`config.mk`:
```
export PLATFORM = sky130hd
export DESIGN_NAME = opg_stack_ctrl
export DESIGN_NICKNAME = d
export VERILOG_FILES = /design/src/rtl/opg_pkg.sv /design/src/rtl/opg_expire.sv /design/src/rtl/opg_branch_scan.sv /design/src/rtl/opg_csr_codec.sv /design/src/rtl/opg_stack_ctrl.sv
export SDC_FILE = /design/constraint.sdc
export NUM_CORES = 1
export LEC_CHECK = 0
export BUFFER_PORTS_ARGS = -buffer_cell sky130_fd_sc_hd__buf_2
export CAP_MARGIN = 15
export CORE_AREA = 3 3 90 92
export DETAILED_ROUTE_END_ITERATION = 8
export DIE_AREA = 0 0 93 95
export GPL_TIMING_DRIVEN = 0
export MAX_ROUTING_LAYER = met4
export PLACE_DENSITY = 0.56
export SLEW_MARGIN = 40
export SYNTH_ARGS = -nofsm -noshare
export SYNTH_HDL_FRONTEND = slang
export SYNTH_SLANG_ARGS = --single-unit
```
`constraint.sdc`:
```
create_clock -name clk -period 2.9 [get_ports clk]
set_input_delay 0.58 -clock clk [delete_from_list [all_inputs] [get_ports clk]]
set_output_delay 0.58 -clock clk [all_outputs]
set_load 0.005 [all_outputs]
```
`src/rtl/opg_pkg.sv`:
```
package opg_pkg;
  localparam int PG_W    = 3;
  localparam int LEN_W   = 4;
  localparam int ENT_W   = PG_W + LEN_W;
  localparam int STACK_N = 4;

  typedef struct packed {
    logic [PG_W-1:0]  pg;
    logic [LEN_W-1:0] len;
  } opg_entry_t;

  localparam logic [LEN_W-1:0] LEN_PERM = '1;
endpackage

```
`src/rtl/opg_expire.sv`:
```
module opg_expire
  import opg_pkg::*;
(
  input  logic [LEN_W-1:0] len_i,
  output logic             perm_o,
  output logic             expire_o,
  output logic [LEN_W-1:0] dec_len_o
);
  always_comb begin
    perm_o    = (len_i == LEN_PERM);
    expire_o  = !perm_o && (len_i <= LEN_W'(1));
    dec_len_o = len_i - LEN_W'(1);
  end
endmodule

```
`src/rtl/opg_branch_scan.sv`:
```
module opg_branch_scan
  import opg_pkg::*;
#(
  parameter int DEPTH = STACK_N,
  localparam int CNT_W = $clog2(DEPTH + 1)
) (
  input  opg_entry_t [DEPTH-1:0] ent_i,
  input  logic [CNT_W-1:0]       dep_i,
  output logic [CNT_W-1:0]       keep_o
);
  // highest permanent slot below the current depth sets the surviving depth
  always_comb begin
    keep_o = '0;
    for (int i = 0; i < DEPTH; i++) begin
      if ((CNT_W'(i) < dep_i) && (ent_i[i].len == LEN_PERM))
        keep_o = CNT_W'(i + 1);
    end
  end
endmodule

```
`src/rtl/opg_csr_codec.sv`:
```
module opg_csr_codec
  import opg_pkg::*;
#(
  parameter int DEPTH = STACK_N,
  localparam int CNT_W = $clog2(DEPTH + 1),
  localparam int CSR_W = DEPTH * ENT_W + CNT_W + 1,
  localparam int DEP_LO = DEPTH * ENT_W
) (
  input  opg_entry_t [DEPTH-1:0] ent_i,
  input  logic [CNT_W-1:0]       dep_i,
  input  logic                   ovf_i,
  output logic [CSR_W-1:0]       rdata_o,
  input  logic [CSR_W-1:0]       wdata_i,
  output opg_entry_t [DEPTH-1:0] w_ent_o,
  output logic [CNT_W-1:0]       w_dep_o,
  output logic                   w_ovf_o
);
  logic [CNT_W-1:0] raw_dep;

  always_comb begin
    rdata_o = {ovf_i, dep_i, ent_i};
  end

  always_comb begin
    raw_dep = wdata_i[DEP_LO +: CNT_W];
    w_dep_o = (raw_dep > CNT_W'(DEPTH)) ? CNT_W'(DEPTH) : raw_dep;
    w_ovf_o = wdata_i[CSR_W-1];
  end

  for (genvar g = 0; g < DEPTH; g++) begin : g_unpack
    always_comb begin
      if (CNT_W'(g) < w_dep_o) w_ent_o[g] = wdata_i[g*ENT_W +: ENT_W];
      else                     w_ent_o[g] = '0;
    end
  end
endmodule

```
`src/rtl/opg_stack_ctrl.sv`:
```
module opg_stack_ctrl
  import opg_pkg::*;
#(
  parameter int DEPTH = STACK_N,
  localparam int CNT_W = $clog2(DEPTH + 1),
  localparam int CSR_W = DEPTH * ENT_W + CNT_W + 1
) (
  input  logic              clk,
  input  logic              rst_n,
  input  logic              retire_i,
  input  logic              branch_i,
  input  logic              push_i,
  input  logic [PG_W-1:0]   push_page_i,
  input  logic [LEN_W-1:0]  push_len_i,
  input  logic              pop_i,
  input  logic              clr_i,
  input  logic              csr_we_i,
  input  logic [CSR_W-1:0]  csr_wdata_i,
  output logic [CSR_W-1:0]  csr_rdata_o,
  output logic              page_valid_o,
  output logic [PG_W-1:0]   page_o
);
  opg_entry_t [DEPTH-1:0] ent_q, ent_d, w_ent;
  logic [CNT_W-1:0]       dep_q, dep_d, w_dep, keep_dep;
  logic                   ovf_q, ovf_d, w_ovf;
  opg_entry_t             top_ent;
  logic                   top_perm, top_expire;
  logic [LEN_W-1:0]       top_dec;

  // one-hot view of the action selected this cycle
  logic act_wr, act_clr, act_br, act_pop, act_push, act_ret;

  always_comb begin
    act_wr   = csr_we_i;
    act_clr  = !act_wr && clr_i;
    act_br   = !act_wr && !clr_i && branch_i;
    act_pop  = !act_wr && !clr_i && !branch_i && pop_i;
    act_push = !act_wr && !clr_i && !branch_i && !pop_i && push_i;
    act_ret  = !act_wr && !clr_i && !branch_i && !pop_i && !push_i && retire_i;
  end

  always_comb begin
    top_ent = '0;
    for (int i = 0; i < DEPTH; i++)
      if (CNT_W'(i + 1) == dep_q) top_ent = ent_q[i];
  end

  opg_expire u_exp (
    .len_i     (top_ent.len),
    .perm_o    (top_perm),
    .expire_o  (top_expire),
    .dec_len_o (top_dec)
  );

  opg_branch_scan #(.DEPTH(DEPTH)) u_scan (
    .ent_i  (ent_q),
    .dep_i  (dep_q),
    .keep_o (keep_dep)
  );

  opg_csr_codec #(.DEPTH(DEPTH)) u_csr (
    .ent_i   (ent_q),
    .dep_i   (dep_q),
    .ovf_i   (ovf_q),
    .rdata_o (csr_rdata_o),
    .wdata_i (csr_wdata_i),
    .w_ent_o (w_ent),
    .w_dep_o (w_dep),
    .w_ovf_o (w_ovf)
  );

  always_comb begin
    ent_d = ent_q;
    dep_d = dep_q;
    ovf_d = ovf_q;
    if (act_wr) begin
      ent_d = w_ent;
      dep_d = w_dep;
      ovf_d = w_ovf;
    end else if (act_clr) begin
      ent_d = '0;
      dep_d = '0;
    end else if (act_br) begin
      for (int i = 0; i < DEPTH; i++)
        if (CNT_W'(i) >= keep_dep) ent_d[i] = '0;
      dep_d = keep_dep;
    end else if (act_pop) begin
      if (dep_q != '0) begin
        for (int i = 0; i < DEPTH; i++)
          if (CNT_W'(i + 1) == dep_q) ent_d[i] = '0;
        dep_d = dep_q - CNT_W'(1);
      end
    end else if (act_push) begin
      if (dep_q == CNT_W'(DEPTH)) begin
        ovf_d = 1'b1;
      end else begin
        for (int i = 0; i < DEPTH; i++)
          if (CNT_W'(i) == dep_q) ent_d[i] = '{pg: push_page_i, len: push_len_i};
        dep_d = dep_q + CNT_W'(1);
      end
    end else if (act_ret && dep_q != '0 && !top_perm) begin
      for (int i = 0; i < DEPTH; i++) begin
        if (CNT_W'(i + 1) == dep_q) begin
          if (top_expire) ent_d[i] = '0;
          else            ent_d[i].len = top_dec;
        end
      end
      if (top_expire) dep_d = dep_q - CNT_W'(1);
    end
  end

  always_ff @(posedge clk or negedge rst_n) begin
    if (!rst_n) begin
      ent_q <= '0;
      dep_q <= '0;
      ovf_q <= 1'b0;
    end else begin
      ent_q <= ent_d;
      dep_q <= dep_d;
      ovf_q <= ovf_d;
    end
  end

  always_comb begin
    page_valid_o = (dep_q != '0);
    page_o       = top_ent.pg;
  end

  AST_DEPTH_BOUND: assert property (@(posedge clk) disable iff (!rst_n)
    dep_q <= CNT_W'(DEPTH));

  for (genvar g = 0; g < DEPTH; g++) begin : g_chk
    AST_STALE_ZERO: assert property (@(posedge clk) disable iff (!rst_n)
      (CNT_W'(g) >= dep_q) |-> (ent_q[g] == '0));
  end

  AST_FULL_PUSH: assert property (@(posedge clk) disable iff (!rst_n)
    (act_push && dep_q == CNT_W'(DEPTH)) |=> (ovf_q && $stable(ent_q) && $stable(dep_q)));

  AST_OVF_STICKY: assert property (@(posedge clk) disable iff (!rst_n)
    (ovf_q && !csr_we_i) |=> ovf_q);

  AST_PERM_HOLD: assert property (@(posedge clk) disable iff (!rst_n)
    (act_ret && top_perm) |=> ($stable(ent_q) && $stable(dep_q)));

  AST_POP_ONE: assert property (@(posedge clk) disable iff (!rst_n)
    (act_pop && dep_q != '0) |=> (dep_q == $past(dep_q) - CNT_W'(1)));

  AST_CLR_EMPTY: assert property (@(posedge clk) disable iff (!rst_n)
    act_clr |=> (dep_q == '0 && ovf_q == $past(ovf_q)));

  AST_BR_SHRINK: assert property (@(posedge clk) disable iff (!rst_n)
    act_br |=> (dep_q <= $past(dep_q)));
endmodule

```
==> results of run 1 <==
-- cells in the final DEF (no fill, tap or decap), drive strengths merged, types with 2 or more instances in the layout --
cell      n
buf     110
nand2    33
dfrtp    32
mux2     26
a21oi    23
nor2     14
a22o     13
clkbuf   12
o21ai    11
ha        8
o211ai    7
a31oi     7
and2      6
inv       6
nor3      5
a211oi    5
nand3b    4
and3b     4
mux2i     4
a311oi    4
nand2b    3
nand4     3
nor2b     3
and4      3
o21a      3
or3       3
o31a      2
nand3     2
a211o     2
and3      2
-- cell usage after synthesis, drive strengths merged (2+ instances only) --
cell    instances
a211o           2
o21a            3
nand3           2
nor3            5
nor2           14
and3b           4
nand2b          3
a31oi           7
and2            6
nand2          33
o211ai          7
or3             3
o31a            2
inv             6
and4            3
a22o           13
nor2b           3
a211oi          5
a21oi          23
o21ai          11
nand4           3
a311oi          4
nand3b          4
mux2i           4
mux2           26
and3            2
ha              8
clkbuf          8
dfrtp          32
buf             8
-- kinds of logic (layout without fill, tap and decap cells) --
group,after synthesis,after routing,share of synthesized area
buffers and inverters,22,129,0.0407
multiplexers,30,30,0.142
AO/OA/AOI/OAI,85,85,0.246
XOR/XNOR,1,1,0.00361
AND/OR/NAND/NOR,90,90,0.197
adder cells (fa/ha/maj),8,8,0.0413
flip-flops,32,32,0.330
-- per-layer routing --
| metal | global-route usage | share of wire |
|---|---|---|
| met5 | - | 0 |
| met4 | 0.0415 | 0.0094 |
| met3 | 0.0367 | 0.076 |
| met2 | 0.308 | 0.46 |
| met1 | 0.270 | 0.46 |
-- repair_timing --
item	4_1_cts	5_1_grt
resized for setup	10	24
setup endpoints to repair	29	27
pin swaps	6	8
buffers inserted	10	8
cloned	0	0
-- worst min-delay path by stage --
stage	from	endpoint	slack [ns]
floorplan	rst_n	dep_q[0]	0.28
global placement	ent_q[18]	ent_q[18]	0.52
detailed placement	ent_q[18]	ent_q[18]	0.53
CTS	rst_n	ent_q[18]	0.38
global route	rst_n	ent_q[13]	0.26
finish	rst_n	ent_q[12]	0.22
-- stage by stage --
step           hold WS [ns]   util
2_1_floorplan         0.284      -
3_3_place_gp          0.521  0.414
3_5_place_dp          0.525  0.414
4_1_cts               0.378  0.447
5_1_grt               0.260  0.467
6_report              0.224  0.467
-- layout make-up --
| type | count | area, um2 | share of cell area |
|---|---|---|---|
| sequential | 32 | 801 | 0.235 |
| multi-input combinational | 214 | 1660 | 0.487 |
| tap | 99 | 124 | 0.0364 |
| inverter | 6 | 27.5 | 0.00809 |
| clock buffer | 7 | 96.3 | 0.0283 |
| clock inverter | 1 | 30.0 | 0.00882 |
| timing repair buffer | 100 | 552 | 0.162 |
| buffer | 15 | 115 | 0.0338 |
-- registers in the layout, indices dropped and copies added, names as in the netlist --
name   flops
ent_q     28
dep_q      3
ovf_q      1
-- where the power goes --
| group | switching (uW) | leakage, uW | internal [uW] | total [uW] |
|---|---|---|---|---|
| Combinational | 229 | 0.00121 | 227 | 456 |
| Sequential | 48.3 | 0.000418 | 489 | 537 |
| Clock | 176 | 0.0000645 | 303 | 479 |
| Total | 454 | 0.00169 | 1020 | 1470 |
-- critical path: stages (launching register included) --
cell and delay (ns):
dfrtp_1 0.40, buf_6 0.13, ha_4 0.16, buf_8 0.12, nand3b_1 0.19, a311oi_4 0.26
a31oi_2 0.10, inv_1 0.11, ha_2 0.18, o211ai_1 0.19, o21a_1 0.27, or3_4 0.41
mux2_4 0.30
==> reports/summary.txt, run 1 <==
Remaining Overflow, GRT = 0
Post-route cell area = 3400 um2
FF+latch count, synth = 32
Fmax achieved = 0.338 GHz
Beginning of the critical path = dep_q[1]
Reg-to-reg critical path endpoint = ent_q[26]
Area grow syn2layout = 40.3%
CTS tree = built
Dominant cells by area after synthesis = dfrtp_1 33%, mux2_2 7.0%, nand2_1 5.1%
Slew headroom = 0.567
Synthesized area = 2430 um2
Worst Hold Class = input port to asynchronous set/reset pin
Worst Path Arrival = 3.14 ns
R2r setup slk = -0.06 ns
Initial core utilization = 0.333
Drt wl/cell = 17.6 um
Final worst slack = -0.0577 ns
Final Skew = 0.00356 ns
Total track usage = 0.198
Mean post-synth cell area = 9.05 um2
Vias in the first global route = 2453
R2R cell count = 12
Post-synth top area cell = dfrtp_1
CTS buffer count = 5
Register area share after synthesis = 0.330
First drt pass iteration count = 5
CTS Hold Buffers Added = 0
Drt drc = 0
HPWL Detailed = 6370 um
DRT Wirelength = 8320 um
Vias = 2541
Status = finished, violations left
Worst path required time = 3.08 ns
CTS max path bufs = 2
Final hold viol count = 0
Clock root cell = clkbuf_8
Synth Warn # = 0
Worst r2r src = dep_q[1]
Post-DP Area = 3020 um2
TNS Setup = -0.201 ns
GPL Wtd Cong = 0.866
Async set or reset register ratio after synthesis = 1.00
I/O Buffers = 82
Synth top area share = 0.330
Layout Cells excl Fill = 474
Final setup violation count = 7
Failing checks = negative setup slack
DRT iter0 DRCs = 188
CTS clk-pin slew, worst paths = 0.07 ns
Vias per inst = 5.36
Syn_nets = 323
Inserted Diodes = 0
I/O pins = 83
Fin crit share = 1.02
Worst setup EP type = flop
Die width = 93 um
Crit path time final = 2.96 ns
Die area = 8840 um2
RSZ-0062 raised after global routing = true
PD cells = 433 nW/um2
Static leakage = 0.00169 uW
Number of synthesized flops with an enable pin = 0
Placed Cells = 449
Largest net degree at the start of global routing = 33
Post-synth top flop = dfrtp_1
Cells after synthesis = 268
Share of cells above drive strength 1 = 0.443
Max Slew Vio Count = 0
Max-cap violations = 0
Highest net fanout along the worst path = 4
Crit path to = ent_q[26]
Core Box Area = 7290 um2
Worst VDD drop = 181 uV
Die Y = 95 um
Antenna Nets Post-Route = 0
Pre-CTS WS = -0.404 ns
Initial antenna violation count = 0
Site Rows = 31
H-tree Lvls = 2
Power, Total = 1470 uW
Setup crit start kind = flop
CTS sink cnt = 32
Synth cell types = 52
Clock latency at the later pin of the worst-skew pair = 0.29 ns
# fillers = 747
Tightest Pin Transition = 0.649 ns
Critical path class = flop to flop
Nets@finish = 429
First-pass GRT wire length = 13000 um
(Power assumes the default switching activity.)
==> run 2, diff against run 1 <==
CORE_AREA = 3 3 77 79   (was 3 3 90 92)
DIE_AREA = 0 0 80 82   (was 0 0 93 95)
PLACE_DENSITY = 0.74   (was 0.56)
==> run 2 against run 1 <==
Net effect: the flow still finishes with violations (negative setup slack); clock power decreased by 24%; sequential cell count unchanged; power decreased by 8.1%; global-route usage increased by 5.3 points; worst hold slack improved by 0.13 ns; critical endpoint unchanged; largest cell class unchanged.
==> reports/summary.txt, run 2 (same netlist as run 1, synthesis figures left out) <==
Status = finished, violations left
Failing checks = negative setup slack
Reg-to-reg critical path endpoint = ent_q[26]
Fmax achieved = 0.339 GHz
Worst Hold Class = input port to asynchronous set/reset pin
Core Box Area = 5410 um2
Beginning of the critical path = dep_q[1]
Critical-path cell list = buf_6 -> ha_4 -> buf_8 -> nand3b_1 -> a311oi_2 -> a31oi_2 -> inv_1 -> ha_2 -> o211ai_1 -> o21a_1 -> or3_4 -> mux2_4
PD cells = 407 nW/um2
HPWL Detailed = 5980 um
R2r setup slk = -0.05 ns
Final worst slack = -0.0512 ns
R2R cell count = 12
Final setup violation count = 5
Largest net degree at the start of global routing = 33
TNS Setup = -0.180 ns
Die area = 6560 um2
RSZ-0062 raised after global routing = true
Die width = 80 um
Worst VDD drop = 244 uV
Worst r2r src = dep_q[1]
Final Skew = 0.00552 ns
DRT iter0 DRCs = 194
Crit path time final = 2.95 ns
Die Y = 82 um
Highest net fanout along the worst path = 4
CTS clk-pin slew, worst paths = 0.07 ns
Share of cells above drive strength 1 = 0.434
Gate power share = 0.334
CP max stage cell = dfrtp_2
Worst path required time = 3.07 ns
Biggest register = ent_q
First drt pass iteration count = 5
Biggest regs = ent_q x28, dep_q x3, ovf_q x1
Max Slew Vio Count = 0
Clock latency at the later pin of the worst-skew pair = 0.28 ns
Inserted Diodes = 0
NetSw = 443 uW
Clock root cell = clkbuf_8
Crit path max-delay family = compound AO/OA/AOI/OAI gates
# fillers = 511
Vias per inst = 5.73
DRT Wirelength = 7770 um
Final hold viol count = 0
Area grow syn2layout = 37.1%
Buffers and inverters on the worst path = 3
Max-cap violations = 0
Nets@finish = 434
Initial antenna violation count = 0
CTS tree = built
Initial core utilization = 0.449
Total track usage = 0.251
I/O Buffers = 82
Vias = 2590
Core occupancy in the finished layout = 0.615
I/O pins = 83
CTS buffer count = 5
Static leakage = 0.00167 uW
Max reg flops = 28
Most frequent cells in the layout = 84 x buf_2, 33 x nand2_1, 31 x dfrtp_1
Antenna Nets Post-Route = 0
Clk pwr share = 0.270
Sequential Power Share = 0.395
Drt wl/cell = 17.2 um
Crit path to = ent_q[26]
Slew headroom = 0.507
Commonest non-fill, non-tap cell in the layout = buf_2
Setup crit start kind = flop
Critical path class = flop to flop
Switching Share = 0.327
Site Rows = 27
Vias in the first global route = 2397
Tightest Pin Transition = 0.739 ns
CTS max path bufs = 2
Slowest stage delay, CP = 0.42 ns
Worst Path Arrival = 3.12 ns
GPL Wtd Cong = 0.964
Fin crit share = 1.02
Worst setup EP type = flop
CP Depth = 12
H-tree Lvls = 2
Remaining Overflow, GRT = 0
Drt drc = 0
First-pass GRT wire length = 12200 um
CTS sink cnt = 32
Hold_ws = 0.358 ns
Int Power = 911 uW
[run 2: cell count changes in the layout (fill, tap and decap cells not counted), sizes merged]
cell      delta
clkinvlp     +1
clkbuf       +1
buf          +4
bufinv       -1
[run 2: metrics by stage]
stage | worst slack (ns) | area, um2 | power [uW] | std cells
2_1_floorplan | 0.00178 | 2480 | 760 | 268
4_1_cts | -0.000987 | 3240 | 1340 | 447
6_report | -0.0512 | 3330 | 1350 | 452
5_1_grt | -0.134 | 3330 | 1420 | 452
3_5_place_dp | -0.411 | 2980 | 924 | 422
3_3_place_gp | -0.436 | 2980 | 917 | 422
[run 2: power groups by stage]
stage	Combinational, uW	Clock [uW]	Sequential, uW
detailed placement	380	0	544
global placement	375	0	542
CTS	429	372	534
finish	453	366	535
floorplan	224	0	536
global route	492	391	542
[run 2: worst reg2reg max path, delay by kind of cell (launching register included)]
family,cells,cell delay [ns]
buf+inv,3,0.36
simple gates,2,0.58
mux,1,0.30
compound gates,4,0.83
fa+ha+maj,2,0.34
flops,1,0.42
[run 2: layout make-up]
type                       count  area, um2  share of cell area
clock buffer                   7       86.3              0.0260
clock inverter                 1       7.51             0.00226
sequential                    32        802               0.241
inverter                       6       30.0             0.00903
timing repair buffer         105        587               0.176
multi-input combinational    214       1620               0.486
tap                           72       90.1              0.0271
buffer                        15        106              0.0320
[run 2: worst min path at each step]
stage	endpoint	slack [ns]	cells after the start
after global routing	ent_q[23]	0.41	1
after detailed placement	ent_q[11]	0.52	1
after global placement	ent_q[18]	0.52	1
after CTS	ent_q[4]	0.38	1
after floorplan	dep_q[0]	0.28	0
final	ovf_q	0.36	1
[run 2: per-layer routing]
| layer | GRT usage | wire, um | share of wire | up-vias |
|---|---|---|---|---|
| met2 | 0.390 | 3650 | 0.47 | 123 |
| met3 | 0.0439 | 561 | 0.072 | 15 |
| met1 | 0.335 | 3440 | 0.44 | 1223 |
| li1 | - | - | - | 1229 |
| met5 | - | 0 | 0 | - |
| met4 | 0.0760 | 118 | 0.015 | 0 |
[run 2: repair_timing]
action / 4_1_cts / 5_1_grt
gates resized for setup: 10 / 16
buffers inserted: 17 / 6
hold buffers: 0 / 0
endpoints found under the setup margin: 29 / 30
pin swaps: 7 / 9
endpoints found under the hold margin: 0 / 0
